`config.mk`:
```
export PLATFORM = sky130hd
export DESIGN_NAME = addr_fault_injector
export DESIGN_NICKNAME = d
export VERILOG_FILES = /design/src/rtl/addr_fault_injector.sv
export SDC_FILE = /design/constraint.sdc
export NUM_CORES = 1
export LEC_CHECK = 0
export BUFFER_PORTS_ARGS = -buffer_cell sky130_fd_sc_hd__buf_2
export CAP_MARGIN = 15
export CORE_MARGIN = 2
export CORE_UTILIZATION = 40
export DETAILED_ROUTE_END_ITERATION = 6
export SLEW_MARGIN = 20
export SYNTH_ARGS = -nofsm -noshare
export SYNTH_HDL_FRONTEND = slang
export SYNTH_SLANG_ARGS = --single-unit
```
`constraint.sdc`:
```
create_clock -name clk -period 3.2 [get_ports clk]
set_input_delay 0 -clock clk [delete_from_list [all_inputs] [get_ports clk]]
set_output_delay 0 -clock clk [all_outputs]
set_load 0.01 [all_outputs]
```
`src/rtl/addr_fault_injector.sv`:
```
module addr_fault_injector #(
  parameter int DW = 32,
  parameter int AW = 16,
  parameter int TW = 16
) (
  input  logic          clk,
  input  logic          rst_n,
  input  logic          cfg_we_i,
  input  logic [AW-1:0] cfg_addr_i,
  input  logic [TW-1:0] cfg_timeout_i,
  input  logic [DW-1:0] cfg_mask_i,
  input  logic [1:0]    cfg_op_i,
  input  logic          cfg_permanent_i,
  input  logic          arm_i,
  input  logic          disarm_i,
  input  logic          bus_valid_i,
  input  logic [AW-1:0] bus_addr_i,
  input  logic [DW-1:0] data_i,
  output logic [DW-1:0] data_o,
  output logic          injected_o,
  output logic          armed_o,
  output logic          fault_seen_o
);
  logic [AW-1:0] trig_q;
  logic [TW-1:0] tmo_q, cnt_q;
  logic [DW-1:0] mask_q, bad;
  logic [1:0]    op_q;
  logic          perm_q, armed_q, tmr_en_q, seen_q;

  wire addr_hit = armed_q & bus_valid_i & (bus_addr_i == trig_q);
  wire tmr_hit  = armed_q & tmr_en_q & (cnt_q == '0);
  wire fire     = addr_hit | tmr_hit;
  wire arm_ok   = arm_i & ~armed_q & ~disarm_i;
  wire [DW-1:0] rot = {data_i[DW-2:0], data_i[DW-1]};

  always_comb begin
    case (op_q)
      2'd0: bad = data_i & ~mask_q;
      2'd1: bad = data_i | mask_q;
      2'd2: bad = data_i ^ mask_q;
      2'd3: bad = (data_i & ~mask_q) | (rot & mask_q);
    endcase
  end

  assign data_o       = fire ? bad : data_i;
  assign injected_o   = fire;
  assign armed_o      = armed_q;
  assign fault_seen_o = seen_q;

  always_ff @(posedge clk or negedge rst_n) begin
    if (!rst_n) begin
      trig_q <= '0;
      tmo_q  <= '0;
      mask_q <= '0;
      op_q   <= '0;
      perm_q <= 1'b0;
    end else if (cfg_we_i && !armed_q) begin
      trig_q <= cfg_addr_i;
      tmo_q  <= cfg_timeout_i;
      mask_q <= cfg_mask_i;
      op_q   <= cfg_op_i;
      perm_q <= cfg_permanent_i;
    end
  end

  always_ff @(posedge clk or negedge rst_n) begin
    if (!rst_n) begin
      armed_q  <= 1'b0;
      tmr_en_q <= 1'b0;
      cnt_q    <= '0;
      seen_q   <= 1'b0;
    end else begin
      if (disarm_i)
        armed_q <= 1'b0;
      else if (arm_ok)
        armed_q <= 1'b1;
      else if (fire && !perm_q)
        armed_q <= 1'b0;

      if (arm_ok) begin
        cnt_q    <= tmo_q;
        tmr_en_q <= (tmo_q != '0);
      end else if (armed_q && cnt_q != '0) begin
        cnt_q <= cnt_q - 1'b1;
      end

      if (fire)
        seen_q <= 1'b1;
      else if (arm_ok)
        seen_q <= 1'b0;
    end
  end
endmodule


```
Word-level counts from Yosys, hierarchy flattened
Index checks and enable logic that the tools add are counted.
{"block": "totals", "input_bits": 121, "rom_bits": 0, "ram_bits": 0, "latch_bits": 0, "reg_bits": 86, "memories": 0, "word_cells": 50}
{"block": "op_classes", "reduce_logical": 12, "n_mul": 0, "div_mod_pow": 0, "n_lt_le_gt_ge": 0, "add_sub_neg": 1, "n_eq_ne": 4, "mux": 9, "n_shift": 0, "bitwise_logic": 15}
{"operator": "$pmux 32 s4", "count": 1}
{"operator": "$and 32x32->32", "count": 2}
{"operator": "$or 32x32->32", "count": 2}
{"operator": "$mux 16", "count": 2}
{"operator": "$mux 32", "count": 1}
{"operator": "$not 32->32", "count": 1}
{"operator": "$reduce_bool 16->1", "count": 2}
{"operator": "$xor 32x32->32", "count": 1}
{"operator": "$eq 16x16->1", "count": 1}
{"operator": "$logic_not 16->1", "count": 1}
{"operator": "$sub 16x1->16 const B", "count": 1}
{"operator": "$and 1x1->1", "count": 6}
{"operator": "$mux 1", "count": 5}
{"operator": "$eq 2x2->1 const B", "count": 2}
{"operator": "$reduce_bool 2->1", "count": 2}
{"operator": "$logic_and 1x1->1", "count": 3}
{"operator": "$reduce_bool 3->1", "count": 1}
{"operator": "$eq 2x1->1 const B", "count": 1}
{"operator": "$logic_not 1->1", "count": 2}
{"operator": "$logic_not 2->1", "count": 1}
{"operator": "$not 1->1", "count": 2}
{"operator": "$or 1x1->1", "count": 1}

Depth between registers and ports, before layout
{"block": "logic_depth", "ltp_word": 7, "mapped_depth": 10}

Least setup slack after synthesis
No wires, ideal clock.
{"block": "synth_path", "path_type": "register -> register", "startpoint": "register cnt_q[0]", "endpoint": "register cnt_q[13]", "setup_time_ps": 126, "required_time_ps": 3074, "arrival_time_ps": 2118, "setup_slack_ps": 956, "path_buffers": 2, "path_stages_with_launch": 9, "synth_period_minus_slack_ps": 2244, "path_cell_list": "dfrtp_1 -> inv_1 -> ha_1 -> or3b_1 -> buf_2 -> o41ai_4 -> buf_4 -> o21ai_1 -> a221o_1"}
{"block": "synth_between", "elab_chain_len": 3}
{"item": "start, declared", "line_no": "25", "rtl": "logic [TW-1:0] tmo_q, cnt_q;"}
{"item": "start signal, assigned", "line_no": "81", "rtl": "cnt_q <= tmo_q;"}
{"item": "start signal, assigned", "line_no": "84", "rtl": "cnt_q <= cnt_q - 1'b1;"}
{"item": "$sub 16x1->16 / $reduce_bool 16->1 (equally long branches)", "line_no": "84, 83"}
{"item": "$mux 16 / $logic_and 1x1->1 (equally long branches)", "line_no": "83", "rtl": "end else if (armed_q && cnt_q != '0) begin"}
{"item": "$mux 16 / $reduce_bool 2->1 (equally long branches)"}
Several ways; a longest one is shown, not always the timed one. The select of a mux whose other input is x is not followed.
A chain may end at the register's enable or synchronous reset.

Worst setup path after layout
{"block": "layout_path", "startpoint": "register cnt_q[0]", "endpoint": "output port data_o[31]"}
{"block": "layout_between", "elab_chain_len": 4}
{"item": "$logic_not 16->1", "line_no": "31", "rtl": "wire tmr_hit = armed_q & tmr_en_q & (cnt_q == '0);"}
{"item": "$and 1x1->1", "line_no": "31"}
{"item": "$or 1x1->1", "line_no": "32", "rtl": "wire fire = addr_hit | tmr_hit;"}
{"item": "$mux 32", "line_no": "45", "rtl": "assign data_o = fire ? bad : data_i;"}
{"item": "end, declared", "line_no": "19", "rtl": "output logic [DW-1:0] data_o,"}
Every way passes these cells.

==> out/results.md <==
| Stage | Item | This run |
|---|---|---|
| floorplanning | X dimension of the die | 132 µm |
| pwr | Net load switching power | 0.00193 W |
| timing | Relative slew slack | 41.3% |
| timing | Worst-Margin Slew | 0.880 ns |
| final layout | # nets final | 1046 |
| pwr | Switching Share | 36.9% |
| placed design | Placer's final routability congestion estimate | 0.812 |
| logic synthesis | Cell area after synthesis | 0.00652 mm² |
| final layout | Final standard cell count with taps included and fillers excluded | 1081 |
| logic synthesis | Most common flop cell mapped by yosys | sky130_fd_sc_hd__dfrtp_1 |
| route | Drc violations | 0 |
| timing | Max-slew violations | 0 |
| critical path | Critical path arrival | 3.01 ns |
| clock network | Buffers inserted by post-CTS timing repair | 0 |
| clock network | Clock Latency Late Sink | 0.35 ns |
| clock network | Number of sinks on the clock net | 86 |
| global routing | Maximum number of pins on one net before global-route repair | 64 |
| logic synthesis | Sequential fraction of the synthesis area | 33.0% |
| floorplanning | Row cnt | 46 |
| clock network | Clock tree from TritonCTS | done |
| pwr | Leakage dissipation | 4.18 nW |
| timing | Final-report hold violation count | 0 |
| floorplanning | Total core area | 0.0159 mm² |
| clock network | TritonCTS Buffers | 9 |
| floorplanning | Total die area | 0.0173 mm² |
| clock network | Clock tree root buffer cell | sky130_fd_sc_hd__clkbuf_16 |
| route | Average routed wire per standard cell | 14.8 µm |
| logic synthesis | Count of warnings emitted by yosys | 0 |
| final layout | Area growth syn-to-layout | 30.6% |
| status | Status | complete, no violations |
| pwr | Part of the power in the clock network | 20.5% |
| route | Total routed wirelength | 16.0 mm |
| critical path | Cell Chain, Critical Path | inv_1, ha_1, or3b_4, nor3_4, nand2_2, o32a_2, buf_4, mux2_1, buf_2 |
| pwr | Total power divided by cell area | 614 mW/mm² |
| timing | Minimum clock period | 3.01 ns |
| placed design | # placed instances | 995 |
| pwr | Comb power frac | 43.0% |
| final layout | Share of layout cells above drive strength 1 | 33.1% |
| clock network | H-Tree Depth | 3 |
| clock network | Buffer depth of the longest clock path | 2 |
| global routing | Wire length of the first global-routing pass | 27.0 mm |
| logic synthesis | Flip-flop and latch count after synthesis | 86 |
| critical path | Type of destination of the critical path | output pin |
| placed design | Final HPWL from detailed placement | 11.7 mm |
| global routing | Aggregate global routing overflow | 0 |
| global routing | All-layer global routing usage | 19.0% |
| critical path | Data required time at the worst endpoint | 3.20 ns |
| final layout | Sequential cell area | 0.00215 mm² |
| timing | Setup clock skew after layout | 0.00631 ns |
| pwr | P_int | 0.00329 W |
| placed design | Count of input and output buffers | 155 |
| critical path | Critical-path top delay cell | sky130_fd_sc_hd__or3b_4 |
| logic synthesis | Avg Synthesized Cell Area | 10.1 µm² |
| timing | Achievable Freq | 0.332 GHz |
| clock network | Post-CTS clock slew at the launch and capture registers of the worst setup and hold paths | 0.07 ns |
| min path | Worst min path class | input port to flop |
| final layout | Number of inserted filler cells in the final layout | 1421 |
| critical path | CP top delay family | simple AND/OR/NAND/NOR gates |
| timing | Total Negative Setup Slacks | 0 ns |
| logic synthesis | Cells after Synth | 646 |
| critical path | Critical path buffers and inverters | 3 |
| logic synthesis | Post-Syn Nets | 832 |
| critical path | Highest fanout seen on the critical path | 33 |
| route | First-pass iteration count of the detailed router | 4 |
| floorplanning | Initial cell density of the core | 41.0% |
| route | Total vias in the final route | 5409 |
| pwr | Worst voltage drop across the vdd grid | 0.346 mV |
| timing | Setup repair after global routing missed its margin | no |
| critical path | Largest stage delay on the critical path | 0.46 ns |
| logic synthesis | Number of enable-type register cells in the synthesized netlist | 0 |
| route | Post-detailed-route via-to-cell ratio | 5.00 |
| route | DRT antenna net count | 0 |
| critical path | Critical Path Source Type | flop |
| final layout | Diodes inserted | 0 |
| floorplanning | Floorplan die height | 132 µm |
| flow run | Reported max-cap violation count | 0 |
| global routing | Initial antenna violation count | 0 |
| timing | Number of setup violations in the final report | 0 |
| critical path | Class of the most critical setup path | flop to output pin |
| timing | Fraction of the cycle the final worst path needs | 94.1% |
| logic synthesis | Number of different library cells in the post-synthesis netlist | 49 |
| pwr | Sequential share of power | 36.5% |
| route | First-iteration detailed-routing DRC count | 169 |
| floorplanning | Top-level I/O count | 156 |
| final layout | Multi-input gate area in the final layout | 0.00385 mm² |
| logic synthesis | Ys async rst share | 100% |
| global routing | Number of global-route vias before repair | 5739 |
## kinds of logic (layout without fill, tap and decap cells)
| logic type | count (synthesis) | after routing | synth area share (%) |
|---|---|---|---|
| multiplexers | 99 | 99 | 24.3 |
| flip-flops | 86 | 86 | 33.0 |
| AO/OA/AOI/OAI | 95 | 95 | 8.50 |
| XOR/XNOR | 17 | 17 | 2.28 |
| adder cells (fa/ha/maj) | 65 | 65 | 12.5 |
| AND/OR/NAND/NOR | 154 | 154 | 11.3 |
| buffers and inverters | 130 | 349 | 8.17 |
## per-stage QoR
stage               setup slack [ns]  hold WS [ns]  power [W]  utilization [%]  area [µm²]
CTS                            0.101      0.000420    0.00528             53.6        8510
global route                  0.0302        0.0230    0.00564             53.6        8510
global placement               0.582         0.166    0.00397             47.3        7510
floorplan                      0.956        -0.296    0.00348                -        6520
finish                         0.189       0.00924    0.00522             53.6        8510
detailed placement             0.506         0.178    0.00412             47.3        7510
## final timing paths
| kind | from | endpoint | slack (ns) | cells after the start |
|---|---|---|---|---|
| max in group asynchronous | rst_n | mask_q[17] | 2.14 | 3 |
| worst max register to register | cnt_q[0] | cnt_q[14] | 0.67 | 8 |
| min in group asynchronous | rst_n | mask_q[6] | 0.32 | 2 |
| worst min register to register | tmr_en_q | tmr_en_q | 0.50 | 2 |
| worst max-delay path | cnt_q[0] | data_o[31] | 0.19 | 9 |
| worst min-delay path | bus_valid_i | armed_o | 0.009 | 4 |
## placed cells by master (no fill, tap or decap), types with 8 or more instances in the layout
cell                            netlist  layout
sky130_fd_sc_hd__o21ai_0             66      66
sky130_fd_sc_hd__ha_1                65      65
sky130_fd_sc_hd__mux4_2              32      32
sky130_fd_sc_hd__dfrtp_1             86      85
sky130_fd_sc_hd__mux2_2              35      35
sky130_fd_sc_hd__nor3_1               8       8
sky130_fd_sc_hd__xor2_1              16      16
sky130_fd_sc_hd__clkbuf_16            0       9
sky130_fd_sc_hd__inv_1               99      99
sky130_fd_sc_hd__buf_4                1       8
sky130_fd_sc_hd__nand2_1             87      87
sky130_fd_sc_hd__nor2_1              13      13
sky130_fd_sc_hd__dlygate4sd3_1        0      70
sky130_fd_sc_hd__mux2_4              29      29
sky130_fd_sc_hd__buf_2                3     154
sky130_fd_sc_hd__nor4_1              14      14
## synth_stat cells (13+ instances only)
| master | instances | share of area, % |
|---|---|---|
| sky130_fd_sc_hd__clkbuf_1 | 20 | 1.2 |
| sky130_fd_sc_hd__dfrtp_1 | 86 | 33 |
| sky130_fd_sc_hd__ha_1 | 65 | 12 |
| sky130_fd_sc_hd__inv_1 | 99 | 5.7 |
| sky130_fd_sc_hd__mux2_2 | 35 | 6.0 |
| sky130_fd_sc_hd__mux2_4 | 29 | 6.7 |
| sky130_fd_sc_hd__mux4_2 | 32 | 11 |
| sky130_fd_sc_hd__nand2_1 | 87 | 5.0 |
| sky130_fd_sc_hd__nor2_1 | 13 | 0.75 |
| sky130_fd_sc_hd__nor4_1 | 14 | 1.3 |
| sky130_fd_sc_hd__o21ai_0 | 66 | 5.1 |
| sky130_fd_sc_hd__xor2_1 | 16 | 2.1 |
## power by group through the flow
stage               combinational [W]  clock, W  sequential [W]
finish                        0.00225   0.00107         0.00190
global route                  0.00251   0.00115         0.00197
CTS                           0.00227   0.00111         0.00190
detailed placement            0.00220         0         0.00192
global placement              0.00207         0         0.00189
floorplan                     0.00174         0         0.00174
## flip-flops by register name (all words and copies together) (netlist names)
signal	cells
mask_q	32
cnt_q	16
tmo_q	16
trig_q	16
op_q	2
armed_o	1
fault_seen_o	1
perm_q	1
tmr_en_q	1
## cell type report
| class | instances | share of cell area (%) |
|---|---|---|
| clock buffers | 9 | 2.65 |
| inverters | 99 | 4.37 |
| flip-flops and latches | 86 | 25.3 |
| multi-input cells | 430 | 45.2 |
| well taps | 216 | 3.17 |
| repair buffers | 234 | 18.5 |
| clock inverters | 7 | 0.882 |
## worst register-to-register path, stage by stage, from the launching register on
cell and delay [ns]:
sky130_fd_sc_hd__dfrtp_1 0.39, sky130_fd_sc_hd__inv_1 0.11, sky130_fd_sc_hd__ha_1 0.21, sky130_fd_sc_hd__or3b_4 0.46
sky130_fd_sc_hd__o41ai_4 0.49, sky130_fd_sc_hd__buf_4 0.29, sky130_fd_sc_hd__and2_1 0.26, sky130_fd_sc_hd__or2_1 0.14
sky130_fd_sc_hd__a221o_1 0.12
## metal layers
metal	vias up	global-route usage [%]	part of all wire [%]
li1	2653	-	-
met1	2585	24.0	44
met2	159	33.2	49
met3	12	3.51	5.4
met4	0	5.13	1.1
met5	-	0	0
## timing repair
item / in CTS / in global routing
setup endpoints to repair: 0 / 25
hold buffers: 70 / 0
gates resized for setup: 0 / 1
hold endpoints to repair: 130 / 0
(Power assumes the default switching activity.)
